<file path="config.mk">
export PLATFORM = sky130hd
export DESIGN_NAME = sync_select_clamp
export DESIGN_NICKNAME = d
export VERILOG_FILES = /design/src/rtl/sync_sel_pkg.sv /design/src/rtl/sync_sel_ctrl.sv /design/src/rtl/sync_sel_dp.sv /design/src/rtl/sync_select_clamp.sv
export SDC_FILE = /design/constraint.sdc
export NUM_CORES = 1
export LEC_CHECK = 0
export ABC_AREA = 1
export ABC_CLOCK_PERIOD_IN_PS = 1500
export BUFFER_PORTS_ARGS = -buffer_cell sky130_fd_sc_hd__buf_4
export CAP_MARGIN = 20
export CORE_MARGIN = 2
export CORE_UTILIZATION = 45
export CTS_BUF_LIST = sky130_fd_sc_hd__clkbuf_16
export DETAILED_ROUTE_END_ITERATION = 8
export PLACE_DENSITY_LB_ADDON = 0.05
export SYNTH_ARGS = -nofsm -noshare
export SYNTH_HDL_FRONTEND = slang
export SYNTH_SLANG_ARGS = --single-unit
export TNS_END_PERCENT = 1
</file>
<file path="constraint.sdc">
create_clock -name clk -period 1.5 [get_ports clk]
set_clock_uncertainty 0.15 [all_clocks]
set_input_delay 0.3 -clock clk [delete_from_list [all_inputs] [get_ports clk]]
set_output_delay 0.3 -clock clk [all_outputs]
set_load 0.02 [all_outputs]
</file>
<file path="src/rtl/sync_sel_pkg.sv">
package sync_sel_pkg;

  typedef enum logic [1:0] {
    MODE_LOW  = 2'b00,
    MODE_MID  = 2'b01,
    MODE_HIGH = 2'b10,
    MODE_RSVD = 2'b11
  } clampMode_e;

  // registered view of the inputs handed from datapath to control
  typedef struct packed {
    logic       compQ;
    logic       compD;
    logic       greenQ;
    logic       greenD;
    logic       compPresQ;
    logic       greenPresQ;
    logic       gateQ;
    logic       vIntQ;
    clampMode_e modeQ;
  } obs_t;

  // strobes handed from control to datapath
  typedef struct packed {
    logic selComp;
    logic selGreen;
    logic passHd;
    logic clampTrig;
  } strobe_t;

endpackage

</file>
<file path="src/rtl/sync_sel_ctrl.sv">
module sync_sel_ctrl
  import sync_sel_pkg::*;
(
  input  obs_t    obs,
  output strobe_t strobe
);

  logic compRise, compFall, greenFall;

  always_comb begin
    compRise  = obs.compQ & ~obs.compD;
    compFall  = ~obs.compQ & obs.compD;
    greenFall = ~obs.greenQ & obs.greenD;

    strobe.selComp  = obs.compPresQ;
    strobe.selGreen = obs.greenPresQ & ~obs.compPresQ;
    strobe.passHd   = obs.gateQ | ~obs.vIntQ;

    if (obs.modeQ == MODE_HIGH) begin
      // composite present: leading edge; green alone: trailing edge
      strobe.clampTrig = obs.compPresQ ? compRise : (obs.greenPresQ & greenFall);
    end else begin
      // trailing edge of the higher-priority present source
      strobe.clampTrig = obs.compPresQ ? compFall : (obs.greenPresQ & greenFall);
    end
  end

endmodule

</file>
<file path="src/rtl/sync_sel_dp.sv">
module sync_sel_dp
  import sync_sel_pkg::*;
#(
  parameter int LEN_W         = 8,
  parameter bit GATE_TIE_HIGH = 1'b0
) (
  input  logic             clk,
  input  logic             rstN,
  input  logic             compSync,
  input  logic             compPresent,
  input  logic             greenSync,
  input  logic             greenPresent,
  input  logic [1:0]       clampMode,
  input  logic [LEN_W-1:0] clampLen,
  input  logic             gateEn,
  input  logic             vInterval,
  input  strobe_t          strobe,
  output obs_t             obs,
  output logic             hdPos,
  output logic             clampOut,
  output logic             selSync
);

  localparam logic [LEN_W-1:0] ONE = LEN_W'(1);

  logic             gateEff;
  logic [LEN_W-1:0] clampCnt;
  logic             selLevel;

  generate
    if (GATE_TIE_HIGH) begin : g_gateTied
      assign gateEff = 1'b1;
    end else begin : g_gatePin
      assign gateEff = gateEn;
    end
  endgenerate

  // input stage
  always_ff @(posedge clk or negedge rstN) begin
    if (!rstN) begin
      obs <= '0;
    end else begin
      obs.compQ      <= compSync;
      obs.compD      <= obs.compQ;
      obs.greenQ     <= greenSync;
      obs.greenD     <= obs.greenQ;
      obs.compPresQ  <= compPresent;
      obs.greenPresQ <= greenPresent;
      obs.gateQ      <= gateEff;
      obs.vIntQ      <= vInterval;
      obs.modeQ      <= clampMode_e'(clampMode);
    end
  end

  assign selLevel = (strobe.selComp & obs.compQ) | (strobe.selGreen & obs.greenQ);

  // output stage
  always_ff @(posedge clk or negedge rstN) begin
    if (!rstN) begin
      hdPos   <= 1'b0;
      selSync <= 1'b0;
    end else begin
      hdPos   <= selLevel & strobe.passHd;
      selSync <= selLevel;
    end
  end

  // clamp width down-counter; triggers are ignored while it runs
  always_ff @(posedge clk or negedge rstN) begin
    if (!rstN) begin
      clampCnt <= '0;
    end else if (clampCnt != '0) begin
      clampCnt <= clampCnt - ONE;
    end else if (strobe.clampTrig) begin
      clampCnt <= clampLen;
    end
  end

  assign clampOut = (clampCnt != '0);

  p_no_source_r3: assert property (@(posedge clk) disable iff (!rstN)
    (!obs.compPresQ && !obs.greenPresQ) |=> !hdPos && !selSync);

  p_comp_priority_r1: assert property (@(posedge clk) disable iff (!rstN)
    obs.compPresQ |=> selSync == $past(obs.compQ));

  p_vgate_r9: assert property (@(posedge clk) disable iff (!rstN)
    (obs.vIntQ && !obs.gateQ) |=> !hdPos);

  p_retrig_ignored_r8: assert property (@(posedge clk) disable iff (!rstN)
    (clampCnt != '0) |=> clampCnt == $past(clampCnt) - ONE);

  p_clamp_start_r7: assert property (@(posedge clk) disable iff (!rstN)
    (clampCnt == '0 && strobe.clampTrig && clampLen != '0) |=> clampOut);

endmodule

</file>
<file path="src/rtl/sync_select_clamp.sv">
module sync_select_clamp
  import sync_sel_pkg::*;
#(
  parameter int LEN_W         = 8,
  parameter bit GATE_TIE_HIGH = 1'b0
) (
  input  logic             clk,
  input  logic             rstN,
  input  logic             compSync,
  input  logic             compPresent,
  input  logic             greenSync,
  input  logic             greenPresent,
  input  logic [1:0]       clampMode,
  input  logic [LEN_W-1:0] clampLen,
  input  logic             gateEn,
  input  logic             vInterval,
  output logic             hdPos,
  output logic             hdNeg,
  output logic             clampOut,
  output logic             selSync
);

  obs_t    obs;
  strobe_t strobe;

  sync_sel_ctrl ctrl_i (
    .obs    (obs),
    .strobe (strobe)
  );

  sync_sel_dp #(
    .LEN_W         (LEN_W),
    .GATE_TIE_HIGH (GATE_TIE_HIGH)
  ) dp_i (
    .clk          (clk),
    .rstN         (rstN),
    .compSync     (compSync),
    .compPresent  (compPresent),
    .greenSync    (greenSync),
    .greenPresent (greenPresent),
    .clampMode    (clampMode),
    .clampLen     (clampLen),
    .gateEn       (gateEn),
    .vInterval    (vInterval),
    .strobe       (strobe),
    .obs          (obs),
    .hdPos        (hdPos),
    .clampOut     (clampOut),
    .selSync      (selSync)
  );

  assign hdNeg = ~hdPos;

endmodule

</file>
---- Word level (Yosys, flattened, before mapping) ----
Index checks and enable logic that the tools add are counted.
Widths: inputs -> output; s select.
word-level totals
  bits in registers ....................... 20
  logic and storage cells ................. 37
operators by class
  add/subtract/negate cells ............... 1
  equal/unequal tests ..................... 1
  mux-type cells .......................... 5
  bitwise gates (word level) .............. 16
  reduce and logical (&&, ||, !) cells .... 2
operators by type and width
  kind                 count
  $mux 8               2
  $and 1x1->1          8
  $reduce_bool 8->1    1
  $sub 8x1->8 const B  1
  $not 1->1            6
  $mux 1               3
  $eq 2x2->1 const B   1
  $or 1x1->1           2
  $reduce_bool 2->1    1

---- Longest topological paths before layout ----
  depth in word-level cells ............... 7
  depth in mapped cells ................... 10
  gate-level depth less buffers ........... 10

---- Cells and area by module ----
From an unflattened synthesis, not the netlist that was laid out.
second synthesis, totals
  cell total of the unflattened synthesis .. 108
  area, all modules ....................... 943.4 um^2
modules (own cells, without submodules)
  module             instances  cells each  area each (um^2)  sequential area each (um^2)
  sync_sel_dp        1          88          860.8             500.5
  sync_sel_ctrl      1          19          78.8              0.0
  sync_select_clamp  1          1           3.8               0.0

---- Worst setup path before layout ----
No wires, ideal clock.
  path type ............................... reg2reg
  start point ............................. register dp_i.clampCnt[0]
  end point ............................... register dp_i.clampCnt[3]
  arrival ................................. 1.276 ns
  path slack .............................. -0.040 ns
  stages on the path, launching flop included .. 10
  clock period less this slack ............ 1.540 ns
  cells stage by stage .................... dfrtp_1 -> inv_1 -> ha_1 -> nand3_2 -> nor2_4 -> inv_1 -> nand2_1 -> nand2_1 -> nand2_1 -> inv_1
between the ends
  word-level cells in the longest chain between the ends .. 2
  elaborated cells on any way between the ends .. 4
  classes of those cells .................. add/sub: 1; mux: 1; reduce/logical: 2
ends and longest elaborated chain
  element                                             RTL line                 text
  from (decl)                                         sync_sel_dp.sv:27        logic [LEN_W-1:0] clampCnt;
  from (signal assigned)                              sync_sel_dp.sv:73        clampCnt <= clampCnt - ONE;
  from (signal assigned)                              sync_sel_dp.sv:75        clampCnt <= clampLen;
  $reduce_bool 8->1 (*)                               -
  named net clampOut                                  sync_select_clamp.sv:19  output logic clampOut,
  $mux 8 / $reduce_bool 2->1 (equally long branches)  -
Mark *: on every way through the listed nets, which the timed path passes. The rest lies on a longest branch.
A chain may end at the register's enable or synchronous reset.

---- Final worst setup path ----
  start point ............................. register dp_i.clampCnt[0]
  end point ............................... output port clampOut
between the ends
  word-level cells in the longest chain between the ends .. 1
ends and longest elaborated chain
  element            RTL line                 text
  $reduce_bool 8->1  sync_sel_dp.sv:79        assign clampOut = (clampCnt != '0);
  to (decl)          sync_select_clamp.sv:19
Every way passes these cells.

==> results.yml <==
setup_path:
  critical_path.top_delay_family: "flip-flops"
  critical_path.slowest_cell: "dfrtp_1"
  critical_path.max_stage_delay_ns: 0.38
  critPathBufInv: 3
  setup_crit_path_kind: "reg -> out"
  critPathLaunchType: "register"
  crit_path_max_fanout: 3
  worstSetupEndpointType: "primary output"
  cell_by_cell_listing_of_the_critical_path: "inv_2 -> ha_4 -> nand3_4 -> nor2_4 -> inv_2 -> buf_6"
  worst_ep_required_time_ns: 1.05
  timing.critical_path.arrival_ns: 1.23
  cpMostUsedCell: "inv_2"
timing:
  finalCritPeriodShare: 1.12
  finalHoldViolations: 0
  setup-tns-final_ns: -0.401
  relSlewSlack: 0.827
  worst_setup_margin_ns: -0.176
  setup_violating_endpoint_count_in_the_final_report: 7
  layout_min_cycle_time_ns: 1.68
  tightest_slew_ns: 0.257
  timing_max_transition_violations_final: 0
  grt_setup_unrepaired: "true"
  fmax_ghz: 0.597
routing:
  dr_total_vias: 878
  final_antenna_net_count: 0
  vias_per_cell: 4.72
  route.detailed.wl_per_inst_microns: 10.8
  dr.first_iter.drc_count: 7
  route.final.wire_length_mm: 2.01
  dr.pass1.iters: 4
  remaining_drc_errors: 0
power_and_ir_drop:
  ir_worst_vdd_v: 0.000716
  sequentialPowerShare: 0.475
  p_switching_uw: 234
  pwr-share-clk: 0.453
  cellPowerDensity_mw_per_mm2: 885
  power_switching_share: 0.196
  power.internal_uw: 958
  leakagePower_nw: 0.729
  comb_power_share: 0.072
yosys:
  synth_top_family_by_area: "simple AND/OR/NAND/NOR gates"
  synth_compound_area_frac: 0.0394
  synth_cell_type_count: 17
  share_of_synthesized_area_occupied_by_flip_flops_and_latches: 0.525
  syn_area_sq_um: 953
  avgSynthCellArea_sq_um: 7.75
  synth-simple-area-share: 0.320
  post_synth_fa_ha_maj_area_fraction: 0.0131
  synth_xor_xnor_area_share: 0
  mappedNetlistNets: 142
  ys.warnings.count: 0
  ys_ff_latch: 20
  synth.area.mux_share: 0
  gate_count_after_technology_mapping: 123
job:
  drv.max_cap_violation_count: 0
floorplanning:
  placement_rows: 16
  dieArea_sq_mm: 0.00250
  num_io_pins: 22
  fp.dieW_microns: 50.0
  core_footprint_sq_mm: 0.00198
  die_y_microns: 50.0
  initial_core_util: 0.481
global_route:
  global_route.usage.total: 0.181
  grt_overflow_total: 0
  grt_antenna_before_repair: 0
  grt_start_max_net_pins: 21
  grt_pass1_vias: 859
  first_pass_grt_wire_length_mm: 3.35
final_layout:
  finalNetCount: 179
  post_route_cells_drive_above_1_share: 0.283
  layout_commonest_cell: "nand2_1"
  mostFrequentLayoutCells: "38 x nand2_1, 29 x buf_4, 20 x dfrtp_1, 19 x nor2_1, 18 x inv_1"
  layout.cell_area.non_filler_sq_mm: 0.00135
  num_antenna_cells: 0
  area.sequential_sq_um: 500
  final_core_utilization: 0.679
  fill_cells: 173
  area_growth_syn_to_layout_pct: 41.2
  multi_input_area_sq_um: 387
clock_network:
  worst_setup_hold_path_clk_slew_ns: 0.05
  h-tree-depth: 1
  tritoncts: "yes"
  clock_tree.root_cell: "clkbuf_16"
  tritoncts_num_sinks: 20
  cts_inserted_buffers: 3
  max-clock-path-buffers: 2
  clock_latency_ns: 0.25
outcome:
  status: "finished with violations"
  failed_checks: "setup timing"
placed_design:
  dp_hpwl_mm: 1.40
  port-buffer-count: 21
  gp_congestion: 0.775
  dpl_cell_area_sq_mm: 0.00119
min_path:
  hold_crit_path_type: "in -> reg"
state kept, by name (all words and copies together) (netlist names):
name,flops
dp_i.selSync,1
dp_i.obs,10
dp_i.hdPos,1
dp_i.clampCnt,8
logic make-up (layout without fill, tap and decap cells):
group	Yosys count	count (layout)
AOI/OAI and AO/OA	7	7
adders and majority gates	1	1
buffers and inverters	24	60
DFF	20	20
and+or+nand+nor	71	71
metrics by stage:
step	instances	setup WS [ns]	power (mW)	hold WS (ns)
finish	186	-0.176	1.19	0.00483
global route	186	-0.213	1.23	0.00203
CTS	184	-0.152	1.20	0.00242
detailed placement	177	-0.0776	0.657	0.0402
global placement	177	-0.0413	0.654	0.0385
floorplan	123	-0.0204	0.599	-0.146
power groups by stage:
stage                     clock [mW]  sequential, mW  combinational (mW)
after detailed placement           0           0.575              0.0815
after global placement             0           0.574              0.0798
after floorplan                    0           0.579              0.0199
after CTS                      0.549           0.566              0.0847
final                          0.540           0.566              0.0854
after global routing           0.570           0.569              0.0944
layout make-up:
cell class | instances | share of cell area
Inverter | 23 | 0.0641
Multi-Input combinational cell | 79 | 0.287
Sequential cell | 20 | 0.372
Tap cell | 27 | 0.0251
Clock inverter | 1 | 0.00279
Timing Repair Buffer | 33 | 0.193
Clock buffer | 3 | 0.0558
cells in the mapped netlist (all sizes together):
library cell,n,area (sq um)
nand4,3,25.0
nand2,39,146
nor2,21,88.8
nand3,8,45.0
buf,1,11.3
ha,1,12.5
a21oi,1,5.00
dfrtp,20,500
o21a,1,7.51
o21ai,5,25.0
inv,23,86.3
final timing paths:
path	to	slack, ns	cells past startpoint	start
worst max register to register	dp_i.clampCnt[2]$_DFFE_PN0P_	-0.09	9	dp_i.clampCnt[0]$_DFFE_PN0P_
worst min-delay path	dp_i.obs[5]$_DFF_PN0_	0.005	1	compPresent
max in group asynchronous	dp_i.clampCnt[5]$_DFFE_PN0P_	0.68	2	rstN
worst min register to register	dp_i.obs[6]$_DFF_PN0_	0.24	0	dp_i.obs[7]$_DFF_PN0_
worst max-delay path	clampOut	-0.18	6	dp_i.clampCnt[0]$_DFFE_PN0P_
min in group asynchronous	dp_i.obs[7]$_DFF_PN0_	0.31	2	rstN
layer usage:
metal	part of all wire	track usage
met5	0	0
met4	0.036	0.0880
met3	0.043	0.0364
met2	0.55	0.342
met1	0.37	0.185
repair_timing:
| action | in CTS | in global routing |
|---|---|---|
| resized for setup | 8 | 1 |
| hold buffers | 1 | 1 |
| pin swaps | 3 | 0 |
| hold endpoints to repair | 20 | 1 |
| endpoints found under the setup margin | 9 | 9 |
| setup buffers | 2 | 1 |
Note: power is estimated with default switching activity, not from simulation.
